`src/rtl/rtc_pkg.sv`:
```
package rtc_pkg;
  localparam int NF = 8;  // time fields
  localparam int NA = 5;  // alarm fields

  localparam int F_SEC  = 0;
  localparam int F_MIN  = 1;
  localparam int F_HR   = 2;
  localparam int F_DOW  = 3;
  localparam int F_DATE = 4;
  localparam int F_MON  = 5;
  localparam int F_YR   = 6;
  localparam int F_CENT = 7;

  localparam int A_FLAG = 0;
  localparam int A_CENT = 1;
  localparam int A_ALM  = 2;
  localparam int A_CTRL = 7;
  localparam int A_SEC  = 8;

  localparam int CTRL_SET  = 7;
  localparam int CTRL_HOLD = 6;

  typedef struct packed {
    logic [7:0] cent;
    logic [7:0] yr;
    logic [7:0] mon;
    logic [7:0] date;
    logic [7:0] dow;
    logic [7:0] hrs;
    logic [7:0] mins;
    logic [7:0] sec;
  } rtc_time_t;

  function automatic rtc_time_t rst_time(input logic [7:0] cent);
    rtc_time_t t;
    t      = '0;
    t.cent = cent;
    t.mon  = 8'h01;
    t.date = 8'h01;
    t.dow  = 8'h01;
    return t;
  endfunction

  function automatic int field_addr(input int i);
    return (i == F_CENT) ? A_CENT : A_SEC + i;
  endfunction

  function automatic logic [7:0] bcd_inc(input logic [7:0] v);
    if (v[3:0] >= 4'd9) return {v[7:4] + 4'd1, 4'h0};
    return v + 8'd1;
  endfunction

  // divisible by 4: tens even -> ones in {0,4,8}; tens odd -> ones in {2,6}
  function automatic logic leap_bcd(input logic [7:0] yr);
    if (yr[4]) return (yr[3:0] == 4'd2) || (yr[3:0] == 4'd6);
    return (yr[3:0] == 4'd0) || (yr[3:0] == 4'd4) || (yr[3:0] == 4'd8);
  endfunction

  function automatic logic [7:0] last_day(input logic [7:0] mon, input logic [7:0] yr);
    case (mon)
      8'h02:                      return leap_bcd(yr) ? 8'h29 : 8'h28;
      8'h04, 8'h06, 8'h09, 8'h11: return 8'h30;
      default:                    return 8'h31;
    endcase
  endfunction
endpackage

```
`src/rtl/rtc_bcd_field.sv`:
```
module rtc_bcd_field (
  input  logic [7:0] val_i,
  input  logic       en_i,
  input  logic       at_max_i,
  input  logic [7:0] min_i,
  output logic [7:0] nxt_o
);
  import rtc_pkg::*;

  always_comb begin
    nxt_o = val_i;
    if (en_i) nxt_o = at_max_i ? min_i : bcd_inc(val_i);
  end
endmodule

```
`src/rtl/rtc_time_chain.sv`:
```
module rtc_time_chain
  import rtc_pkg::*;
#(
  parameter logic [7:0] RST_CENTURY = 8'h20
) (
  input  logic      clk_i,
  input  logic      rst_ni,
  input  logic      tick_i,
  input  logic      load_i,
  input  rtc_time_t load_val_i,
  output rtc_time_t cnt_o,
  output rtc_time_t nxt_o
);
  rtc_time_t cnt_q;
  logic [NF-1:0][7:0] cur, nxt, fmax, fmin;
  logic [NF-1:0] en, at_max;
  logic c_min, c_hr, c_day, c_mon, c_yr, c_cent;

  assign cur  = cnt_q;
  assign fmax = {8'h99, 8'h99, 8'h12, last_day(cnt_q.mon, cnt_q.yr),
                 8'h07, 8'h23, 8'h59, 8'h59};
  assign fmin = {8'h00, 8'h00, 8'h01, 8'h01, 8'h01, 8'h00, 8'h00, 8'h00};

  // carries formed from at_max only, no path through en
  assign c_min  = tick_i & at_max[F_SEC];
  assign c_hr   = c_min  & at_max[F_MIN];
  assign c_day  = c_hr   & at_max[F_HR];
  assign c_mon  = c_day  & at_max[F_DATE];
  assign c_yr   = c_mon  & at_max[F_MON];
  assign c_cent = c_yr   & at_max[F_YR];
  assign en = {c_cent, c_yr, c_mon, c_day, c_day, c_hr, c_min, tick_i};

  for (genvar g = 0; g < NF; g++) begin : g_fld
    assign at_max[g] = (cur[g] == fmax[g]);
    rtc_bcd_field u_fld (
      .val_i   (cur[g]),
      .en_i    (en[g]),
      .at_max_i(at_max[g]),
      .min_i   (fmin[g]),
      .nxt_o   (nxt[g])
    );
  end

  always_ff @(posedge clk_i or negedge rst_ni) begin
    if (!rst_ni)     cnt_q <= rst_time(RST_CENTURY);
    else if (load_i) cnt_q <= load_val_i;
    else             cnt_q <= nxt;
  end

  assign cnt_o = cnt_q;
  assign nxt_o = nxt;
endmodule

```
`src/rtl/rtc_alarm_unit.sv`:
```
module rtc_alarm_unit
  import rtc_pkg::*;
(
  input  logic               clk_i,
  input  logic               rst_ni,
  input  logic               tick_i,
  input  logic [NA-1:0][7:0] now_i,
  input  logic [NA-1:0][7:0] alm_i,
  input  logic               clr_i,
  output logic               flag_o
);
  logic flag_q, hit;

  assign hit = tick_i && (now_i == alm_i);

  always_ff @(posedge clk_i or negedge rst_ni) begin
    if (!rst_ni)     flag_q <= 1'b0;
    else if (hit)    flag_q <= 1'b1;
    else if (clr_i)  flag_q <= 1'b0;
  end

  assign flag_o = flag_q;
endmodule

```
`src/rtl/bcd_clock_calendar.sv`:
```
module bcd_clock_calendar
  import rtc_pkg::*;
#(
  parameter int         ADDR_W      = 4,
  parameter logic [7:0] RST_CENTURY = 8'h20
) (
  input  logic              clk_i,
  input  logic              rst_ni,
  input  logic              tick_i,
  input  logic              wr_i,
  input  logic              rd_i,
  input  logic [ADDR_W-1:0] addr_i,
  input  logic [7:0]        wdata_i,
  output logic [7:0]        rdata_o,
  output logic              alarm_o
);
  rtc_time_t          cnt_q, cnt_nxt;
  logic [NF-1:0][7:0] hold_q;
  logic [NA-1:0][7:0] alm_q, alm_now;
  logic [7:0]         ctrl_q;
  logic set_mode, hold_mode, ctrl_wr, load, refresh, flag_clr, af;

  assign set_mode  = ctrl_q[CTRL_SET];
  assign hold_mode = ctrl_q[CTRL_HOLD];
  assign ctrl_wr   = wr_i && (addr_i == ADDR_W'(A_CTRL));
  assign load      = ctrl_wr && set_mode && !wdata_i[CTRL_SET];
  assign refresh   = tick_i && !set_mode && !hold_mode;
  assign flag_clr  = rd_i && (addr_i == ADDR_W'(A_FLAG));

  rtc_time_chain #(.RST_CENTURY(RST_CENTURY)) u_chain (
    .clk_i     (clk_i),
    .rst_ni    (rst_ni),
    .tick_i    (tick_i),
    .load_i    (load),
    .load_val_i(rtc_time_t'(hold_q)),
    .cnt_o     (cnt_q),
    .nxt_o     (cnt_nxt)
  );

  always_ff @(posedge clk_i or negedge rst_ni) begin
    if (!rst_ni)      ctrl_q <= '0;
    else if (ctrl_wr) ctrl_q <= wdata_i;
  end

  always_ff @(posedge clk_i or negedge rst_ni) begin
    if (!rst_ni) begin
      hold_q <= rst_time(RST_CENTURY);
    end else if (refresh) begin
      hold_q <= cnt_nxt;
    end else if (wr_i && set_mode) begin
      for (int i = 0; i < NF; i++)
        if (addr_i == ADDR_W'(field_addr(i))) hold_q[i] <= wdata_i;
    end
  end

  for (genvar g = 0; g < NA; g++) begin : g_alm
    always_ff @(posedge clk_i or negedge rst_ni) begin
      if (!rst_ni)                                          alm_q[g] <= '0;
      else if (wr_i && (addr_i == ADDR_W'(A_ALM + g)))      alm_q[g] <= wdata_i;
    end
  end

  // alarm sees the time the tick is producing
  assign alm_now = {cnt_nxt.mon, cnt_nxt.date, cnt_nxt.hrs, cnt_nxt.mins, cnt_nxt.sec};

  rtc_alarm_unit u_alarm (
    .clk_i (clk_i),
    .rst_ni(rst_ni),
    .tick_i(tick_i),
    .now_i (alm_now),
    .alm_i (alm_q),
    .clr_i (flag_clr),
    .flag_o(af)
  );

  always_comb begin
    rdata_o = '0;
    if (addr_i == ADDR_W'(A_FLAG)) rdata_o = {af, 7'b0};
    if (addr_i == ADDR_W'(A_CTRL)) rdata_o = ctrl_q;
    for (int i = 0; i < NA; i++)
      if (addr_i == ADDR_W'(A_ALM + i)) rdata_o = alm_q[i];
    for (int i = 0; i < NF; i++)
      if (addr_i == ADDR_W'(field_addr(i))) rdata_o = hold_q[i];
  end

  assign alarm_o = af;
endmodule

```
`config.mk`:
```
export PLATFORM = sky130hd
export DESIGN_NAME = bcd_clock_calendar
export DESIGN_NICKNAME = d
export VERILOG_FILES = /design/src/rtl/rtc_pkg.sv /design/src/rtl/rtc_bcd_field.sv /design/src/rtl/rtc_time_chain.sv /design/src/rtl/rtc_alarm_unit.sv /design/src/rtl/bcd_clock_calendar.sv
export SDC_FILE = /design/constraint.sdc
export NUM_CORES = 1
export LEC_CHECK = 0
export ABC_AREA = 0
export CELL_PAD_IN_SITES_DETAIL_PLACEMENT = 1
export CELL_PAD_IN_SITES_GLOBAL_PLACEMENT = 1
export CORE_MARGIN = 5
export CORE_UTILIZATION = 51
export DETAILED_ROUTE_END_ITERATION = 6
export DONT_BUFFER_PORTS = 1
export GPL_TIMING_DRIVEN = 0
export PLACE_DENSITY_LB_ADDON = 0.05
export SLEW_MARGIN = 30
export SYNTH_ARGS = -nofsm -noshare
export SYNTH_HDL_FRONTEND = slang
export SYNTH_HIERARCHICAL = 1
export SYNTH_SLANG_ARGS = --single-unit
export TNS_END_PERCENT = 30
```
`constraint.sdc`:
```
create_clock -name clk_i -period 4.6 [get_ports clk_i]
set_input_delay 0.69 -clock clk_i [delete_from_list [all_inputs] [get_ports clk_i]]
set_output_delay 0.69 -clock clk_i [all_outputs]
set_load 0.02 [all_outputs]
```
# Word-level counts from Yosys, hierarchy flattened

Index checks and enable logic that the tools add are counted.
Widths: inputs -> output; s select.

Bits in registers: 177
Input bits: 17
Output and inout port bits: 9

Add/subtract/negate cells: 16
Order comparisons: 8
Equality and inequality tests: 32
Multiplexer cells: 83
Bitwise logic cells: 6
Reductions and logical operators: 40

Operators by type and width:

| cell                | number |
|---|---|
| $mux 8              | 55 |
| $mux 64             | 3 |
| $add 8x1->8 const B | 8 |
| $eq 40x40->1        | 1 |
| $add 4x1->4 const B | 8 |
| $eq 4x4->1 const B  | 8 |
| $ge 4x4->1 const B  | 8 |
| $eq 4x3->1 const B  | 6 |
| $eq 8x3->1 const B  | 3 |
| $mux 1              | 24 |
| $reduce_bool 2->1   | 10 |
| $eq 8x5->1 const B  | 2 |
| $eq 8x7->1 const B  | 2 |
| $eq 8x8->1 const B  | 2 |
| $pmux 8 s2          | 1 |
| $reduce_and 2->1    | 8 |
| $logic_and 1x1->1   | 13 |
| $eq 4x2->1 const B  | 3 |
| $eq 8x2->1 const B  | 1 |
| $eq 8x4->1 const B  | 1 |
| $eq 8x6->1 const B  | 1 |
| $eq 8x8->1          | 1 |
| $logic_not 4->1     | 2 |
| $and 1x1->1         | 6 |
| 4 further kinds     | 8 |

# Longest topological paths before layout

Gate-level depths: netlist of the first run.

Depth in word-level cells: 16
Depth in mapped cells: 13
Gate-level depth less buffers: 12

# Cells and area by module

Netlist of the first run, hierarchy kept.

Modules (own cells, without submodules):

| module             | instances | cells an instance | area an instance (sq um) |
|---|---|---|---|
| bcd_clock_calendar | 1         | 616               | 6,165.9 |
| rtc_bcd_field      | 8         | 56                | 362.8 |
| rtc_time_chain     | 1         | 189               | 2,775.2 |
| rtc_alarm_unit     | 1         | 57                | 473.0 |

# Worst setup path before layout of the first run

Ideal clock, no wire load.

Path kind: reg-to-reg
Start point: register, netlist name u_chain/cnt_o[20]
End point: register u_alarm.flag_q (netlist: u_alarm/flag_o)
Library setup time: 0.095 ns
Arrival time: 3.162 ns
Path slack: 1.342 ns
Cell stages (with the launch flop): 12
Buffers on the path: 2
Period minus slack after synthesis: 3.258 ns
Cell sequence: dfrtp_1 or4b_4 nor4_4 o2111ai_2 a211oi_1 buf_2 clkbuf_1 o221ai_1 xnor2_1 nand4_1 or4_1 o31ai_1

RTL lines:

| what                 | RTL line             | source |
|---|---|---|
| end signal, assigned | rtc_alarm_unit.sv:17 | `if (!rst_ni) flag_q <= 1'b0;` |
| end signal, assigned | rtc_alarm_unit.sv:18 | `else if (hit) flag_q <= 1'b1;` |
| end signal, assigned | rtc_alarm_unit.sv:19 | `else if (clr_i) flag_q <= 1'b0;` |
| end, declared        | rtc_alarm_unit.sv:12 | `logic flag_q, hit;` |

==> key figures, run 1 <==
Status
  • Status: finished, violations left
  • Failing checks: negative hold slack

Power
  • Pwr Total: between 5 and 6 mW
  • Net Sw Frac: 36.2%
  • NetSw: 1.82 mW
  • Comb pwr share: around 26%
  • PwrDens: 371 nW/um^2
  • Pint: 3.21 mW
  • Max VDD drop: about 260 uV
  • Leakage dissipation: between 5 and 6 nW
  • Clock power share: 28.9%
  • Sequential Power Share: 45.1%

Synth
  • Number of synthesized flops with an enable pin: 0
  • Syn Inst Count: 1310
  • Register bit total from synthesis: 177
  • Syn Area/Cell: 9.40 um^2
  • YS warnings: 6
  • Sequential share of the synthesized area: 36.0%
  • Async SR Flop Fraction: 100%
  • Netlist Area Pre-Place: 12300 um^2
  • Synth Flop Type: dfrtp_1
  • Synth cell types: 85

Route
  • Total wire length: roughly 44000 um
  • DRT iter0 DRCs: 1079
  • Drc violations: 0
  • Post-route ant nets: 0
  • Via/cell ratio: 6.33
  • 1st-pass router iterations: 7
  • Vias: 10900
  • Avg WL per Cell: 25.8 um

CTS
  • CTS tree: built
  • CTS root buffer: clkbuf_16
  • Total CTS buffers: 17
  • Worst-path clk slew: 0.07 ns
  • Sink Count: 177
  • H-tree Lvls: 4
  • Clock Latency Late Sink: 0.44 ns
  • Cts repair resizes: 0
  • CTS max path bufs: 2

Critical path
  • CP endpoint kind: register
  • Worst-path maximum fanout: 10
  • Worst EP required: 4.93 ns
  • Arrival @ worst endpoint: 4.89 ns
  • CP startpoint kind: register
  • WS Path Type: reg -> reg

Placement
  • Port bufs: 0
  • Pre-CTS setup slack: 0.269 ns
  • Dpl hpwl: 33600 um
  • Placed cell count: 1691
  • Final Wtd Congestion: ~1.0

Layout
  • Commonest non-fill, non-tap cell in the layout: dfrtp_1
  • Share of post-route cells with drive strength above 1: between 10% and 20%
  • Most frequent cells in the layout: dfrtp_1 (169), nand2_1 (144), mux2_2 (112), mux2i_1 (99), nor2_1 (88)
  • Finished Layout Cells: 1724
  • Area Overhead vs Synth: 9.87%
  • Total Nets Final: roughly 1400
  • Final Util: between 50% and 60%

Timing
  • Worst-Margin Slew: 0.960 ns
  • Final-report hold violation count: 78
  • Setup TNS Final: 0 ns
  • Final worst slack: 0.0395 ns
  • Final period utilization: around 99%
  • Fmax: 219 MHz
  • Relative slew slack: 35.0%
  • Clock skew: 0.0116 ns
  • Final setup vio count: 0
  • Hold WS: -0.0510 ns
  • Minimum clock period: 4.56 ns
  • RSZ-0062 raised after global routing: no
  • Slew Viols, Final: 0

Floorplanning
  • Die area: 27400 um^2
  • Die width: 165 um
  • Starting Density: 52.2%
  • Total core area: 23600 um^2
  • Cell Rows: 56
  • Die height: ~170 um
  • Ports: 26

Global route
  • Number of global-route vias before repair: 11300
  • Initial antenna violation count: 1
  • GR Overflow Total: 0
  • Largest net degree at the start of global routing: 178
  • First-pass GRT wire length: approximately 69000 um
  • Total track usage: 33.4%

Job
  • Max cap viols: 0

Min path
  • Min-delay worst type: in -> async
-- final cells by class --
type                       count  area (um^2)
fill                        2751        10100
multi-input combinational   1076         7600
sequential                   177         4440
clock buffer                  20          457
tap                          319          399
buffer                        77          355
inverter                      42          158
clock inverter                12          124
antenna                        1         2.50
-- registers in the layout, summed over array words and instances (netlist names) --
name            count
u_alarm/flag_o      1
alm_q              40
u_chain/cnt_o      64
ctrl_q              8
hold_q             64
-- what timing repair did --
item | 4_1_cts | 5_1_grt
buffers inserted | 0 | 0
endpoints found under the setup margin | 0 | 0
endpoints found under the hold margin | 169 | 169
-- synthesized netlist by cell type (all sizes together), types with 10 or more instances --
library cell / count / area [um^2]
dfrtp: 169 / 4230
nand2: 145 / 547
mux2: 112 / 1260
mux2i: 99 / 991
nor2: 96 / 400
o21ai: 79 / 395
a21oi: 70 / 350
inv: 41 / 154
buf: 39 / 211
clkbuf: 38 / 143
ha: 32 / 400
nand2b: 29 / 241
xor2: 27 / 236
o22ai: 25 / 156
nand3: 24 / 138
xnor2: 21 / 184
nor2b: 20 / 125
a31oi: 18 / 113
nor3: 17 / 113
nor3b: 16 / 160
a22oi: 13 / 97.6
and2: 13 / 83.8
a21o: 12 / 90.1
nor4: 10 / 77.6
o221ai: 10 / 87.6
-- worst paths after layout --
check	from	to	slack (ns)	cells after the start
max in group asynchronous	rst_ni	u_chain/cnt_o[24]$_DFF_PN1_	4.25	0
hold / removal	rst_ni	u_chain/cnt_o[8]$_DFF_PN0_	-0.05	0
setup reg to reg	u_chain/cnt_o[5]$_DFF_PN0_	u_alarm/flag_o$_DFFE_PN0P_	0.04	12
hold reg to reg	ctrl_q[4]$_DFFE_PN0P_	ctrl_q[4]$_DFFE_PN0P_	0.51	1
min in group clk_i	wdata_i[0]	hold_q[32]$_DFFE_PN1P_	0.45	2
setup / recovery	u_chain/cnt_o[5]$_DFF_PN0_	u_alarm/flag_o$_DFFE_PN0P_	0.04	12
-- per-layer routing --
layer | up-vias | share of wire [%] | track usage [%]
met5 | - | 0.020 | 0
li1 | 4875 | - | -
met1 | 5511 | 42 | 43.9
met4 | 2 | 5.7 | 16.5
met3 | 125 | 5.8 | 5.76
met2 | 398 | 46 | 53.5
-- power by group through the flow --
stage	logic [mW]	clock network [mW]	registers, mW
6_report	1.30	1.45	2.27
2_1_floorplan	0.943	0	2.09
3_5_place_dp	1.27	0	2.28
4_1_cts	1.28	1.47	2.25
5_1_grt	1.40	1.54	2.29
3_3_place_gp	1.21	0	2.26
-- kinds of logic (layout without fill, tap and decap cells) --
kind of cell | count (synthesis) | after routing | share of synthesized area [%]
XOR/XNOR | 48 | 48 | 3.41
buffers and inverters | 119 | 151 | 4.15
AO/OA/AOI/OAI | 308 | 308 | 16.2
adder cells (fa/ha/maj) | 32 | 32 | 3.25
multiplexers | 212 | 212 | 18.5
AND/OR/NAND/NOR | 412 | 412 | 18.4
other | 2 | 65 | 0.0610
flip-flops | 177 | 177 | 36.0
-- through the flow --
stage	hold WS [ns]	area, um^2
6_report	-0.0510	13500
3_3_place_gp	0.405	12900
3_5_place_dp	0.404	12900
5_1_grt	-0.0628	13500
2_1_floorplan	0.394	12500
4_1_cts	-0.0599	13500
-- critical path, stage by stage, from the launching register on --
cell and delay (ns):
dfrtp_1 0.44, or4bb_1 0.58, nor3_2 0.52, o2111ai_2 0.27
a211oi_1 0.22, buf_2 0.24, clkbuf_1 0.38, nor2_1 0.08
a31oi_1 0.51, xor2_1 0.14, nor4_1 0.51, nand3_1 0.24
o31ai_1 0.29
No activity file was read; power rests on OpenSTA's default activity.
==> run 2, diff against run 1 <==
==> constraint.sdc (replaced) <==
create_clock -name clk_i -period 4.6 [get_ports clk_i]
set_input_delay 0.69 -clock clk_i [delete_from_list [all_inputs] [get_ports clk_i]]
set_output_delay 0.69 -clock clk_i [all_outputs]
set_load 0.05 [all_outputs]
==> key figures, run 2 (same netlist as run 1, synthesis figures left out) <==
Status
  • Status: finished, violations left
  • Failing checks: negative hold slack

Timing
  • Hold WS: -0.0536 ns
  • Final setup vio count: 0
  • Final-report hold violation count: between 70 and 80
  • Final period utilization: 96.9%
  • RSZ-0062 raised after global routing: no
  • Relative slew slack: 36.5%
  • Worst-Margin Slew: around 0.95 ns
  • Slew Viols, Final: 0
  • Clock skew: around 0.012 ns
  • Fmax: 224 MHz
  • Final worst slack: 0.145 ns
  • Minimum clock period: between 4 and 5 ns

Critical path
  • Worst setup path start: u_chain/cnt_o[5]$_DFF_PN0_
  • Worst EP required: roughly 4.9 ns
  • CP endpoint kind: register
  • Worst r2r dst: u_alarm/flag_o$_DFFE_PN0P_
  • R2r setup slk: 0.14 ns
  • CP startpoint kind: register
  • Worst setup path end: u_alarm/flag_o$_DFFE_PN0P_
  • Worst-path maximum fanout: 10
  • Reg2reg path depth: 10
  • Arrival @ worst endpoint: 4.79 ns
  • WS Path Type: reg -> reg
  • Reg2reg start: u_chain/cnt_o[5]$_DFF_PN0_

CTS
  • Post-CTS Setup Inserts: 0
  • Worst-path clk slew: around 0.070 ns
  • Clock Latency Late Sink: between 0.4 and 0.5 ns
  • CTS tree: built
  • H-tree Lvls: 4
  • Total CTS buffers: 17
  • CTS max path bufs: 2
  • Sink Count: between 150 and 200
  • CTS root buffer: clkbuf_16
  • Cts repair resizes: 0

Power
  • Max VDD drop: 272 uV
  • Leakage dissipation: 5.75 nW
  • PwrDens: 373 nW/um^2
  • Pwr Total: 5.06 mW

Placement
  • Final Wtd Congestion: 1.03
  • Pre-CTS setup slack: 0.264 ns
  • Dpl hpwl: approximately 34000 um
  • Port bufs: 0

Route
  • Post-route ant nets: 0
  • Drc violations: 0
  • Via/cell ratio: between 6 and 7
  • DRT iter0 DRCs: 991
  • Vias: 10900
  • Avg WL per Cell: 25.8 um
  • 1st-pass router iterations: 5
  • Total wire length: 44600 um

Floorplanning
  • Die width: 165 um
  • Die area: 27400 um^2
  • Die height: roughly 170 um
  • Starting Density: 52.2%
  • Total core area: 23600 um^2
  • Cell Rows: 56
  • Ports: 26

Global route
  • First-pass GRT wire length: 69000 um
  • Total track usage: 33.4%
  • Initial antenna violation count: 1
  • Largest net degree at the start of global routing: 178
  • Number of global-route vias before repair: 11400
  • GR Overflow Total: 0

Layout
  • Most frequent cells in the layout: dfrtp_1 (169), nand2_1 (144), mux2_2 (112), mux2i_1 (99), nor2_1 (88)
  • Total Nets Final: 1442
  • Area Overhead vs Synth: 10.0%
  • Antenna Cells: 0
  • Share of post-route cells with drive strength above 1: 16.6%
  • Commonest non-fill, non-tap cell in the layout: dfrtp_1
  • # fillers: 2751

Job
  • Max cap viols: 0

Min path
  • Min-delay worst type: in -> async
## run 2: routing by layer
layer / global-route usage, % / up-vias / share of wire (%)
li1: - / 4881 / -
met1: 43.5 / 5515 / 42
met2: 55.1 / 361 / 47
met3: 5.66 / 127 / 5.5
met4: 14.4 / 2 / 5.1
met5: 0 / - / 0.025
## run 2: power by group
part / switching, mW / internal [mW]
registers: 0.414 / 1.85
logic: 0.769 / 0.572
clock network: 0.680 / 0.774
## run 2: final cells by class
| cell class | count | area (um^2) | area share, % |
|---|---|---|---|
| Multi-Input combinational cell | 1076 | 7620 | 56.2 |
| Clock buffer | 19 | 443 | 3.27 |
| Timing Repair Buffer | 2 | 15.0 | 0.111 |
| Clock inverter | 13 | 128 | 0.942 |
| Sequential cell | 177 | 4440 | 32.8 |
| Tap cell | 319 | 399 | 2.94 |
| Buffer | 77 | 354 | 2.61 |
| Inverter | 42 | 158 | 1.16 |
## run 2: worst min-delay path by stage
stage,slack (ns),cells after the start,end
2_1_floorplan,0.39,0,alm_q[0]$_DFFE_PN0P_
3_3_place_gp,0.41,0,u_chain/cnt_o[0]$_DFF_PN0_
3_5_place_dp,0.40,0,u_chain/cnt_o[1]$_DFF_PN0_
4_1_cts,-0.06,0,u_chain/cnt_o[8]$_DFF_PN0_
5_1_grt,-0.06,0,u_chain/cnt_o[8]$_DFF_PN0_
6_report,-0.05,0,u_chain/cnt_o[8]$_DFF_PN0_
## run 2: critical path, stage by stage (launching register included)
cell	delay, ns
dfrtp_1	0.45
or4bb_1	0.58
nor3_2	0.48
and3_2	0.42
buf_2	0.24
clkbuf_1	0.39
o221ai_1	0.45
xnor2_1	0.36
nand4_1	0.13
or4_1	0.53
o31ai_1	0.31
## run 2: per-stage QoR
| stage | hold WS, ns | utilization, % | TNS (ns) | cells | cell area [um^2] |
|---|---|---|---|---|---|
| after floorplan | 0.394 | - | 0 | 1372 | 12500 |
| after global placement | 0.405 | 54.8 | -0.0710 | 1691 | 12900 |
| after detailed placement | 0.404 | 55.0 | 0 | 1693 | 13000 |
| after CTS | -0.0582 | 57.4 | 0 | 1725 | 13600 |
| after global routing | -0.0631 | 57.4 | 0 | 1725 | 13600 |
| final | -0.0536 | 57.4 | 0 | 1725 | 13600 |
==> run 3, diff against run 2 <==
Settings changed: BUFFER_PORTS_ARGS set to -buffer_cell sky130_fd_sc_hd__clkbuf_2, CORE_UTILIZATION 51 to 50, DONT_BUFFER_PORTS 1 to not set.
==> key figures, run 3 (same netlist as run 1, synthesis figures left out) <==
Status
  • Status: completed

CTS
  • CTS tree: built
  • Clock Latency Late Sink: 0.44 ns
  • CTS max path bufs: 2
  • Sink Count: 177
  • Hold buffer count at cts: 0
  • Total CTS buffers: 17
  • H-tree Lvls: 4
  • Worst-path clk slew: approximately 0.070 ns
  • CTS root buffer: clkbuf_16

Layout
  • Area of the multi-input gates: 7620 um^2
  • Reg area: 4440 um^2
  • Final Util: 56.6%
  • Area Overhead vs Synth: 11.8%
  • Most frequent cells in the layout: dfrtp_1 (169), nand2_1 (144), mux2_2 (112), mux2i_1 (99), nor2_1 (88)
  • Final Cell Area: 13800 um^2
  • Antenna Cells: 0
  • # fillers: around 2900
  • Commonest non-fill, non-tap cell in the layout: dfrtp_1
  • Total Nets Final: around 1500
  • Share of post-route cells with drive strength above 1: 18.0%

Critical path
  • WS Path Type: reg -> reg
  • Crit-path cells: nor4b_1 > o21ai_0 > a311o_1 > a21oi_1 > inv_1 > and4_1 > a32oi_1 > o221ai_2 > xnor2_1 > nand4_1 > or4_1 > o31ai_1
  • Worst-path maximum fanout: 10
  • Worst path slowest cell: dfstp_2
  • CP startpoint kind: register
  • Worst EP required: 4.94 ns
  • Worst path max stage delay: 0.66 ns
  • Arrival @ worst endpoint: 4.68 ns
  • R2r setup slk: 0.27 ns
  • CP endpoint kind: register

Route
  • Avg WL per Cell: 24.7 um
  • Post-route ant nets: 0
  • DRT iter0 DRCs: between 900 and 1000
  • Vias: between 10000 and 15000
  • 1st-pass router iterations: 6
  • Total wire length: 43400 um
  • Via/cell ratio: between 6 and 7
  • Drc violations: 0

Placement
  • DP Area: 13100 um^2
  • Dpl hpwl: about 33000 um
  • Final Wtd Congestion: 1.01
  • Port bufs: 23

Floorplanning
  • Starting Density: roughly half
  • Total core area: 24300 um^2
  • Cell Rows: between 50 and 60
  • Ports: 26
  • Die height: 167 um
  • Die area: 27900 um^2
  • Die width: ~170 um

Min path
  • Min-delay worst type: in -> async

Timing
  • Clock skew: approximately 0.012 ns
  • Relative slew slack: approximately 31%
  • Minimum clock period: 4.33 ns
  • Hold WS: approximately 0.15 ns
  • Fmax: 231 MHz
  • Final period utilization: 94.2%
  • RSZ-0062 raised after global routing: no
  • Final-report hold violation count: 0
  • Slew Viols, Final: 0
  • Worst-Margin Slew: 1.03 ns
  • Final setup vio count: 0

Global route
  • Total track usage: 30.8%
  • Number of global-route vias before repair: 11300
  • Largest net degree at the start of global routing: 82
  • First-pass GRT wire length: 67500 um
  • Initial antenna violation count: 1
  • GR Overflow Total: 0

Power
  • Leakage dissipation: roughly 5.9 nW
  • PwrDens: 369 nW/um^2
  • Max VDD drop: ~270 uV
  • Pwr Total: roughly 5 mW

Job
  • Max cap viols: 0
[run 3: cell types whose count changed in the layout (fill, tap and decap cells not counted), moves of 2 or more]
| cell | change |
|---|---|
| buf_16 | +2 |
| clkbuf_2 | +22 |
| clkinv_4 | +3 |
| nor3_2 | -2 |
[run 3: power by group]
part	internal, mW	switching (mW)
logic	0.584	0.808
registers	1.85	0.399
clock network	0.771	0.669
[run 3: area by class of cell]
| cell class | count | share of cell area, % |
|---|---|---|
| plain buffers | 77 | 2.57 |
| clock buffers | 19 | 3.22 |
| clock inverters | 13 | 0.918 |
| inverters | 42 | 1.15 |
| multi-input cells | 1076 | 55.4 |
| flip-flops and latches | 177 | 32.3 |
| well taps | 324 | 2.95 |
| repair buffers | 28 | 1.55 |
[run 3: timing repair]
item,in CTS,in global routing
pin swaps,0,2
gates cloned,0,0
buffers inserted,0,3
setup endpoints to repair,1,1
hold endpoints to repair,0,0
resized for setup,1,2
[run 3: per-layer routing]
| metal | track usage, % | up-vias | share of wire [%] |
|---|---|---|---|
| li1 | - | 4920 | - |
| met1 | 41.1 | 5478 | 42 |
| met2 | 50.8 | 396 | 48 |
| met3 | 4.27 | 97 | 5.3 |
| met4 | 12.2 | 0 | 4.2 |
| met5 | 0 | - | 0 |
[run 3: through the flow]
stage          setup slack [ns]  TNS (ns)  cells
2_1_floorplan             0.551         0   1372
3_3_place_gp             -0.477    -77.87   1719
3_5_place_dp             0.0183         0   1721
4_1_cts                  0.0340         0   1753
5_1_grt                  0.0883         0   1756
6_report                  0.267         0   1756
[run 3: path summary, 6_finish.rpt]
kind                            cells after the start                         from                           to
worst min-delay path                                1                       rst_ni   u_chain/cnt_o[1]$_DFF_PN0_
worst max register to register                     12  u_chain/cnt_o[40]$_DFF_PN1_   u_alarm/flag_o$_DFFE_PN0P_
worst max-delay path                               12  u_chain/cnt_o[40]$_DFF_PN1_   u_alarm/flag_o$_DFFE_PN0P_
max in group asynchronous                           2                       rst_ni  u_chain/cnt_o[32]$_DFF_PN1_
worst min register to register                      1        ctrl_q[4]$_DFFE_PN0P_        ctrl_q[4]$_DFFE_PN0P_
min in group clk_i                                  1        ctrl_q[4]$_DFFE_PN0P_        ctrl_q[4]$_DFFE_PN0P_
[run 3: worst max-delay path, delay by kind of cell, from the launching register on]
kind	cells	cell delay, ns
compound gates	6	1.61
xor+xnor	1	0.32
buf+inv	1	0.22
flops	1	0.66
simple gates	4	1.42
